## config.mk

```make
export PLATFORM = sky130hd
export DESIGN_NAME = conv_serial_rdport
export DESIGN_NICKNAME = d
export VERILOG_FILES = /design/src/rtl/srp_pkg.sv /design/src/rtl/srp_edge.sv /design/src/rtl/srp_seq.sv /design/src/rtl/srp_shift.sv /design/src/rtl/srp_rdy.sv /design/src/rtl/conv_serial_rdport.sv
export SDC_FILE = /design/constraint.sdc
export NUM_CORES = 1
export LEC_CHECK = 0
export BUFFER_PORTS_ARGS = -buffer_cell sky130_fd_sc_hd__clkbuf_2
export CORE_MARGIN = 2
export CORE_UTILIZATION = 35
export CTS_CLUSTER_DIAMETER = 120
export DETAILED_ROUTE_END_ITERATION = 10
export PLACE_DENSITY = 0.58
export SKIP_CTS_REPAIR_TIMING = 1
export SLEW_MARGIN = 20
export SYNTH_ARGS = -nofsm -noshare
export SYNTH_HDL_FRONTEND = slang
export SYNTH_SLANG_ARGS = --single-unit
```

## constraint.sdc

```tcl
create_clock -name clk -period 2.48 [get_ports clk]
set_input_delay 0 -clock clk [delete_from_list [all_inputs] [get_ports clk]]
set_output_delay 0 -clock clk [all_outputs]
set_load 0.05 [all_outputs]
```

## src/rtl/srp_pkg.sv

```systemverilog
package srp_pkg;
  typedef enum logic [1:0] {
    SRC_OUT  = 2'd0,
    SRC_CTRL = 2'd1,
    SRC_CAL  = 2'd2
  } src_e;
endpackage

```

## src/rtl/srp_edge.sv

```systemverilog
// Registers a group of synchronous pins and flags their rising and falling edges.
module srp_edge #(
  parameter int W = 1,
  parameter logic [W-1:0] IDLE = '0
) (
  input  logic         clk,
  input  logic         rst,
  input  logic [W-1:0] d,
  output logic [W-1:0] rise,
  output logic [W-1:0] fall
);
  logic [W-1:0] q;

  always_ff @(posedge clk) begin
    if (rst) q <= IDLE;
    else     q <= d;
  end

  for (genvar g = 0; g < W; g++) begin : g_bit
    assign rise[g] = d[g] & ~q[g];
    assign fall[g] = ~d[g] & q[g];
  end
endmodule

```

## src/rtl/srp_seq.sv

```systemverilog
// Frame sequencer: decides whether a read starts, tracks the bit position
// across split frames, and signals the end of a result read.
module srp_seq
  import srp_pkg::*;
#(
  parameter int DW = 24,
  parameter int SW = 16,
  localparam int CW = $clog2(DW)
) (
  input  logic          clk,
  input  logic          rst,
  input  logic          frame_fall,
  input  logic          frame_rise,
  input  logic          frame_n,
  input  logic          sclk_fall,
  input  logic          addr,
  input  logic          cal_sel,
  input  logic          wlen24,
  input  logic          rdy_n,
  output logic          start_o,
  output src_e          start_src_o,
  output logic          shift_o,
  output logic          active_o,
  output logic          out_busy_o,
  output logic          done_out_o
);
  localparam logic [CW-1:0] LAST_LONG  = CW'(DW - 1);
  localparam logic [CW-1:0] LAST_SHORT = CW'(SW - 1);

  logic          busy_q, active_q, wl_q;
  src_e          src_q;
  logic [CW-1:0] bitcnt_q;
  logic [CW-1:0] last_idx;
  logic          at_last, resume, finish;

  always_comb begin
    if (!addr)        start_src_o = SRC_CTRL;
    else if (cal_sel) start_src_o = SRC_CAL;
    else              start_src_o = SRC_OUT;
  end

  assign start_o  = frame_fall & ~busy_q & ((start_src_o != SRC_OUT) | ~rdy_n);
  assign resume   = frame_fall & busy_q;
  assign last_idx = (src_q == SRC_OUT && !wl_q) ? LAST_SHORT : LAST_LONG;
  assign at_last  = (bitcnt_q == last_idx);
  assign shift_o  = active_q & sclk_fall & ~at_last;
  assign finish   = active_q & sclk_fall & at_last;

  assign done_out_o = finish & (src_q == SRC_OUT);
  assign active_o   = active_q;
  assign out_busy_o = busy_q & (src_q == SRC_OUT);

  always_ff @(posedge clk) begin
    if (rst) begin
      busy_q   <= 1'b0;
      active_q <= 1'b0;
      wl_q     <= 1'b0;
      src_q    <= SRC_OUT;
      bitcnt_q <= '0;
    end else if (start_o) begin
      busy_q   <= 1'b1;
      active_q <= 1'b1;
      wl_q     <= wlen24;
      src_q    <= start_src_o;
      bitcnt_q <= '0;
    end else if (resume) begin
      active_q <= 1'b1;
    end else if (frame_rise) begin
      active_q <= 1'b0;
    end else if (finish) begin
      busy_q   <= 1'b0;
      active_q <= 1'b0;
      bitcnt_q <= '0;
    end else if (shift_o) begin
      bitcnt_q <= bitcnt_q + 1'b1;
    end
  end

  AST_BLOCKED_START: assert property (@(posedge clk) disable iff (rst)
    (frame_fall && !busy_q && addr && !cal_sel && rdy_n) |=> !active_q);
  AST_CNT_BOUND: assert property (@(posedge clk) disable iff (rst)
    bitcnt_q <= LAST_LONG);
  AST_IDLE_WHEN_STROBE_HIGH: assert property (@(posedge clk) disable iff (rst)
    frame_n |=> !active_q);
  AST_HOLD_POS_PAUSED: assert property (@(posedge clk) disable iff (rst)
    (busy_q && !active_q && !frame_fall) |=> $stable(bitcnt_q));
endmodule

```

## src/rtl/srp_shift.sv

```systemverilog
// Private copy of the word being sent, shifted MSB first.
module srp_shift #(
  parameter int DW = 24
) (
  input  logic          clk,
  input  logic          rst,
  input  logic          load_en,
  input  logic [DW-1:0] load_word,
  input  logic          shift_en,
  output logic          msb_o
);
  logic [DW-1:0] sh_q;

  always_ff @(posedge clk) begin
    if (rst)           sh_q <= '0;
    else if (load_en)  sh_q <= load_word;
    else if (shift_en) sh_q <= {sh_q[DW-2:0], 1'b0};
  end

  assign msb_o = sh_q[DW-1];
endmodule

```

## src/rtl/srp_rdy.sv

```systemverilog
// Result register and ready-flag control.
module srp_rdy #(
  parameter int DW = 24
) (
  input  logic          clk,
  input  logic          rst,
  input  logic          load_i,
  input  logic [DW-1:0] word_i,
  input  logic          out_busy_i,
  input  logic          done_out_i,
  output logic [DW-1:0] out_reg_o,
  output logic          rdy_n_o
);
  always_ff @(posedge clk) begin
    if (rst) begin
      out_reg_o <= '0;
      rdy_n_o   <= 1'b1;
    end else begin
      if (load_i) out_reg_o <= word_i;
      if (done_out_i)                rdy_n_o <= 1'b1;
      else if (load_i && !out_busy_i) rdy_n_o <= 1'b0;
    end
  end

  AST_RDY_RISE_ON_DONE: assert property (@(posedge clk) disable iff (rst)
    $rose(rdy_n_o) |-> $past(done_out_i));
  AST_RDY_FALL_ON_LOAD: assert property (@(posedge clk) disable iff (rst)
    $fell(rdy_n_o) |-> $past(load_i));
  AST_NO_REARM_IN_READ: assert property (@(posedge clk) disable iff (rst)
    (out_busy_i && load_i && !done_out_i) |=> $stable(rdy_n_o));
endmodule

```

## src/rtl/conv_serial_rdport.sv

```systemverilog
module conv_serial_rdport
  import srp_pkg::*;
#(
  parameter int DW = 24,
  parameter int SW = 16
) (
  input  logic          clk,
  input  logic          rst,
  input  logic          conv_load_i,
  input  logic [DW-1:0] conv_word_i,
  input  logic [DW-1:0] ctrl_word_i,
  input  logic [DW-1:0] cal_word_i,
  input  logic          wlen24_i,
  input  logic          addr_i,
  input  logic          cal_sel_i,
  input  logic          frame_n_i,
  input  logic          sclk_i,
  output logic          sdata_o,
  output logic          sdata_oe_o,
  output logic          rdy_n_o
);
  logic [1:0]    rise, fall;
  logic          start, shift, active, out_busy, done_out;
  src_e          start_src;
  logic [DW-1:0] out_reg, sel_word;

  srp_edge #(.W(2), .IDLE(2'b10)) u_edge (
    .clk(clk), .rst(rst), .d({frame_n_i, sclk_i}), .rise(rise), .fall(fall)
  );

  srp_seq #(.DW(DW), .SW(SW)) u_seq (
    .clk(clk), .rst(rst),
    .frame_fall(fall[1]), .frame_rise(rise[1]), .frame_n(frame_n_i),
    .sclk_fall(fall[0]),
    .addr(addr_i), .cal_sel(cal_sel_i), .wlen24(wlen24_i), .rdy_n(rdy_n_o),
    .start_o(start), .start_src_o(start_src), .shift_o(shift),
    .active_o(active), .out_busy_o(out_busy), .done_out_o(done_out)
  );

  always_comb begin
    case (start_src)
      SRC_CTRL: sel_word = ctrl_word_i;
      SRC_CAL:  sel_word = cal_word_i;
      default:  sel_word = out_reg;
    endcase
  end

  srp_shift #(.DW(DW)) u_shift (
    .clk(clk), .rst(rst), .load_en(start), .load_word(sel_word),
    .shift_en(shift), .msb_o(sdata_o)
  );

  srp_rdy #(.DW(DW)) u_rdy (
    .clk(clk), .rst(rst), .load_i(conv_load_i), .word_i(conv_word_i),
    .out_busy_i(out_busy), .done_out_i(done_out),
    .out_reg_o(out_reg), .rdy_n_o(rdy_n_o)
  );

  assign sdata_oe_o = active;

  AST_RESET_IDLE: assert property (@(posedge clk)
    rst |=> (rdy_n_o && !sdata_oe_o));
endmodule

```

==> flow_summary.json <==
{
  "post-route-min-period_ps": 2020,
  "met2_usage_pct": 25.6,
  "hold_violations": 0,
  "dp_hpwl_um": 5580,
  "ant_nets": 0,
  "fillers": 869,
  "most-common-layout-cells": "nor2_1, clkbuf_2, dfxtp_1, mux2i_1, a21oi_1",
  "detailed_place.area_um2": 3660,
  "crit_path_max_fanout": 26,
  "final_max_slew_viol_count": 0,
  "initialDrtViolationCount": 161,
  "cts_tree": "yes",
  "grt_pass1_wl_um": 13200,
  "num_io_pins": 83,
  "antenna_found_initial": 0,
  "final.setup_skew_ps": 11.6,
  "netlist_area_um2": 3240,
  "clk_path_buf_depth": 2,
  "relSlewSlack_pct": 34.9,
  "dpl_worst_slack_ps": 469,
  "fin_util_pct": 45.4,
  "synthToLayoutAreaGrowth_pct": 27.7,
  "grt.busiest_layer": "met2",
  "synth_cell_types": 36,
  "wl_per_cell_um": 14.2,
  "syn-mean-instance-area_um2": 8.84,
  "grt_util_met1_pct": 22.5,
  "die_h_um": 100,
  "cts_num_sinks": 61,
  "fin_ws_ps": 465,
  "design_area_um2": 4130,
  "finalPower_mw": 2.42,
  "grt_setup_unrepaired": "no",
  "n_antenna_cell": 0,
  "worst_ep_required_time_ps": 2740,
  "setup_tns_ps": 0,
  "initial_core_util_pct": 35.5,
  "insertion_delay_ps": 340,
  "syn_inst": 366,
  "leakage_nw": 1.75,
  "synth_nets": 447,
  "synth_seq_cells": 61,
  "cp-start-kind": "register",
  "cp.arrival_ps": 2280,
  "tightest_slew_ps": 977,
  "via_count": 2941,
  "status": "finished clean",
  "cts_buffers": 9,
  "drt_wl_total_um": 8160,
  "root_buffer": "clkbuf_8",
  "layout-drive-gt1-share_pct": 28.0,
  "endpoint_kind": "register",
  "htree_levels": 3,
  "synth-seq-area-share_pct": 37.7,
  "gr-total-overflow": 0,
  "setup_viol": 0,
  "die_area_um2": 10000,
  "io_buffers": 82,
  "irDropWorstVdd_v": 0.000281,
  "via_per_inst": 5.11,
  "powerDensity_nw_per_um2": 585,
  "hold_class": "in2reg",
  "firstDrtPassIters": 4,
  "timing.fmax_mhz": 496,
  "clk_pin_slew_worst_paths_ps": 70,
  "path_class": "reg2reg",
  "track_usage_pct": 16.6,
  "rows": 35,
  "met3_usage_pct": 5.57,
  "grt_max_degree": 52,
  "maxCapViolCount": 0,
  "grt_pass1_vias": 2755,
  "period_share_pct": 81.3,
  "yosys_warnings": 0,
  "globalplace.congestion": 0.766,
  "nets": 541,
  "die_x_um": 100,
  "drc_errors": 0,
  "final_common_cell": "nor2_1",
  "core_um2": 9110
}
## registers in the layout (all words and copies together), names as in the netlist
name             cells
u_seq.busy_q         1
u_seq.src_q          2
u_rdy.rdy_n_o        1
u_edge.q             2
u_shift.sh_q        24
u_rdy.out_reg_o     24
u_seq.wl_q           1
u_seq.active_o       1
u_seq.bitcnt_q       5
## metal layers
| metal | part of all wire [%] | vias to the layer above | wire length [µm] |
|---|---|---|---|
| met5 | 0 | - | 0 |
| met4 | 0.85 | 0 | 69 |
| met3 | 3.5 | 6 | 285 |
| met2 | 49 | 57 | 3990 |
| met1 | 47 | 1367 | 3810 |
| li1 | - | 1511 | - |
## power by group
part / total [mW] / internal, mW / switching, mW / leakage [nW]
Sequential: 1.10 / 1.05 / 0.0437 / 0.503
Clock: 0.873 / 0.462 / 0.411 / 0.0923
Combinational: 0.450 / 0.218 / 0.232 / 1.15
Total: 2.42 / 1.73 / 0.686 / 1.75
## worst max-delay path, cell delays in order (launching register included)
cell	delay, ps
dfxtp_1	330
ha_1	240
and4b_1	270
mux2_4	400
or4_1	530
a31oi_1	160
## area by class of cell
cell class,count,area [µm²],share of cell area [%]
clock buffer,10,128,3.09
clock inverter,6,63.8,1.54
tap,111,139,3.36
timing repair buffer,116,748,18.1
multi-input combinational,271,1830,44.3
sequential,61,1220,29.5
inverter,1,3.75,0.0908
## cell families (layout without fill, tap and decap cells)
group / count (synthesis) / after routing / share of synthesized area (%)
and+or+nand+nor: 155 / 155 / 22.7
xor gates and xnor gates: 1 / 1 / 0.271
muxes: 50 / 50 / 16.0
adders and majority gates: 1 / 1 / 0.387
AOI/OAI and AO/OA: 64 / 64 / 17.2
DFF: 61 / 61 / 37.7
buffers and inverters: 34 / 133 / 5.72
## cell usage after synthesis
| cell | instances | area, µm² |
|---|---|---|
| and3b_1 | 2 | 17.5 |
| nand3b_1 | 2 | 15.0 |
| buf_6 | 5 | 56.3 |
| and4b_1 | 1 | 10.0 |
| nor2b_1 | 1 | 6.26 |
| buf_4 | 2 | 15.0 |
| clkbuf_1 | 16 | 60.1 |
| buf_2 | 10 | 50.1 |
| a31oi_1 | 1 | 6.26 |
| xor2_1 | 1 | 8.76 |
| nand2_1 | 10 | 37.5 |
| nand3_1 | 6 | 30.0 |
| mux2i_4 | 1 | 22.5 |
| and4b_4 | 1 | 13.8 |
| nand4_1 | 1 | 6.26 |
| nor3_2 | 1 | 10.0 |
| o21ai_0 | 2 | 10.0 |
| nor4_1 | 25 | 156 |
| a21oi_1 | 31 | 155 |
| a211oi_1 | 3 | 22.5 |
| o211ai_1 | 4 | 30.0 |
| mux2_4 | 1 | 15.0 |
| a21o_1 | 1 | 7.51 |
| ha_1 | 1 | 12.5 |
| or2_2 | 1 | 6.26 |
| nor3_4 | 1 | 16.3 |
| nor2_1 | 95 | 357 |
| a2111oi_2 | 21 | 315 |
| inv_1 | 1 | 3.75 |
| or4_1 | 1 | 7.51 |
| mux2i_1 | 48 | 480 |
| nand2b_1 | 3 | 18.8 |
| and3_1 | 1 | 6.26 |
| a221o_1 | 1 | 10.0 |
| dfxtp_1 | 61 | 1220 |
| or3_1 | 3 | 18.8 |
## worst paths after layout
kind / from / end / slack, ps / cells after the start
worst max register to register: u_seq.bitcnt_q[0] / u_seq.bitcnt_q[3] / 460 / 5
worst max-delay path: u_seq.bitcnt_q[0] / u_seq.bitcnt_q[3] / 460 / 5
worst min register to register: u_seq.bitcnt_q[1] / u_seq.bitcnt_q[1] / 480 / 2
worst min-delay path: ctrl_word_i[1] / u_shift.sh_q[1] / 50 / 5
## stage by stage
step / hold WS, ps / cells
2_1_floorplan: 107 / 366
3_3_place_gp: 235 / 532
3_5_place_dp: 235 / 532
4_1_cts: -125 / 548
5_1_grt: 78.1 / 576
6_report: 55.0 / 576
No activity file was read; power rests on OpenSTA's default activity.
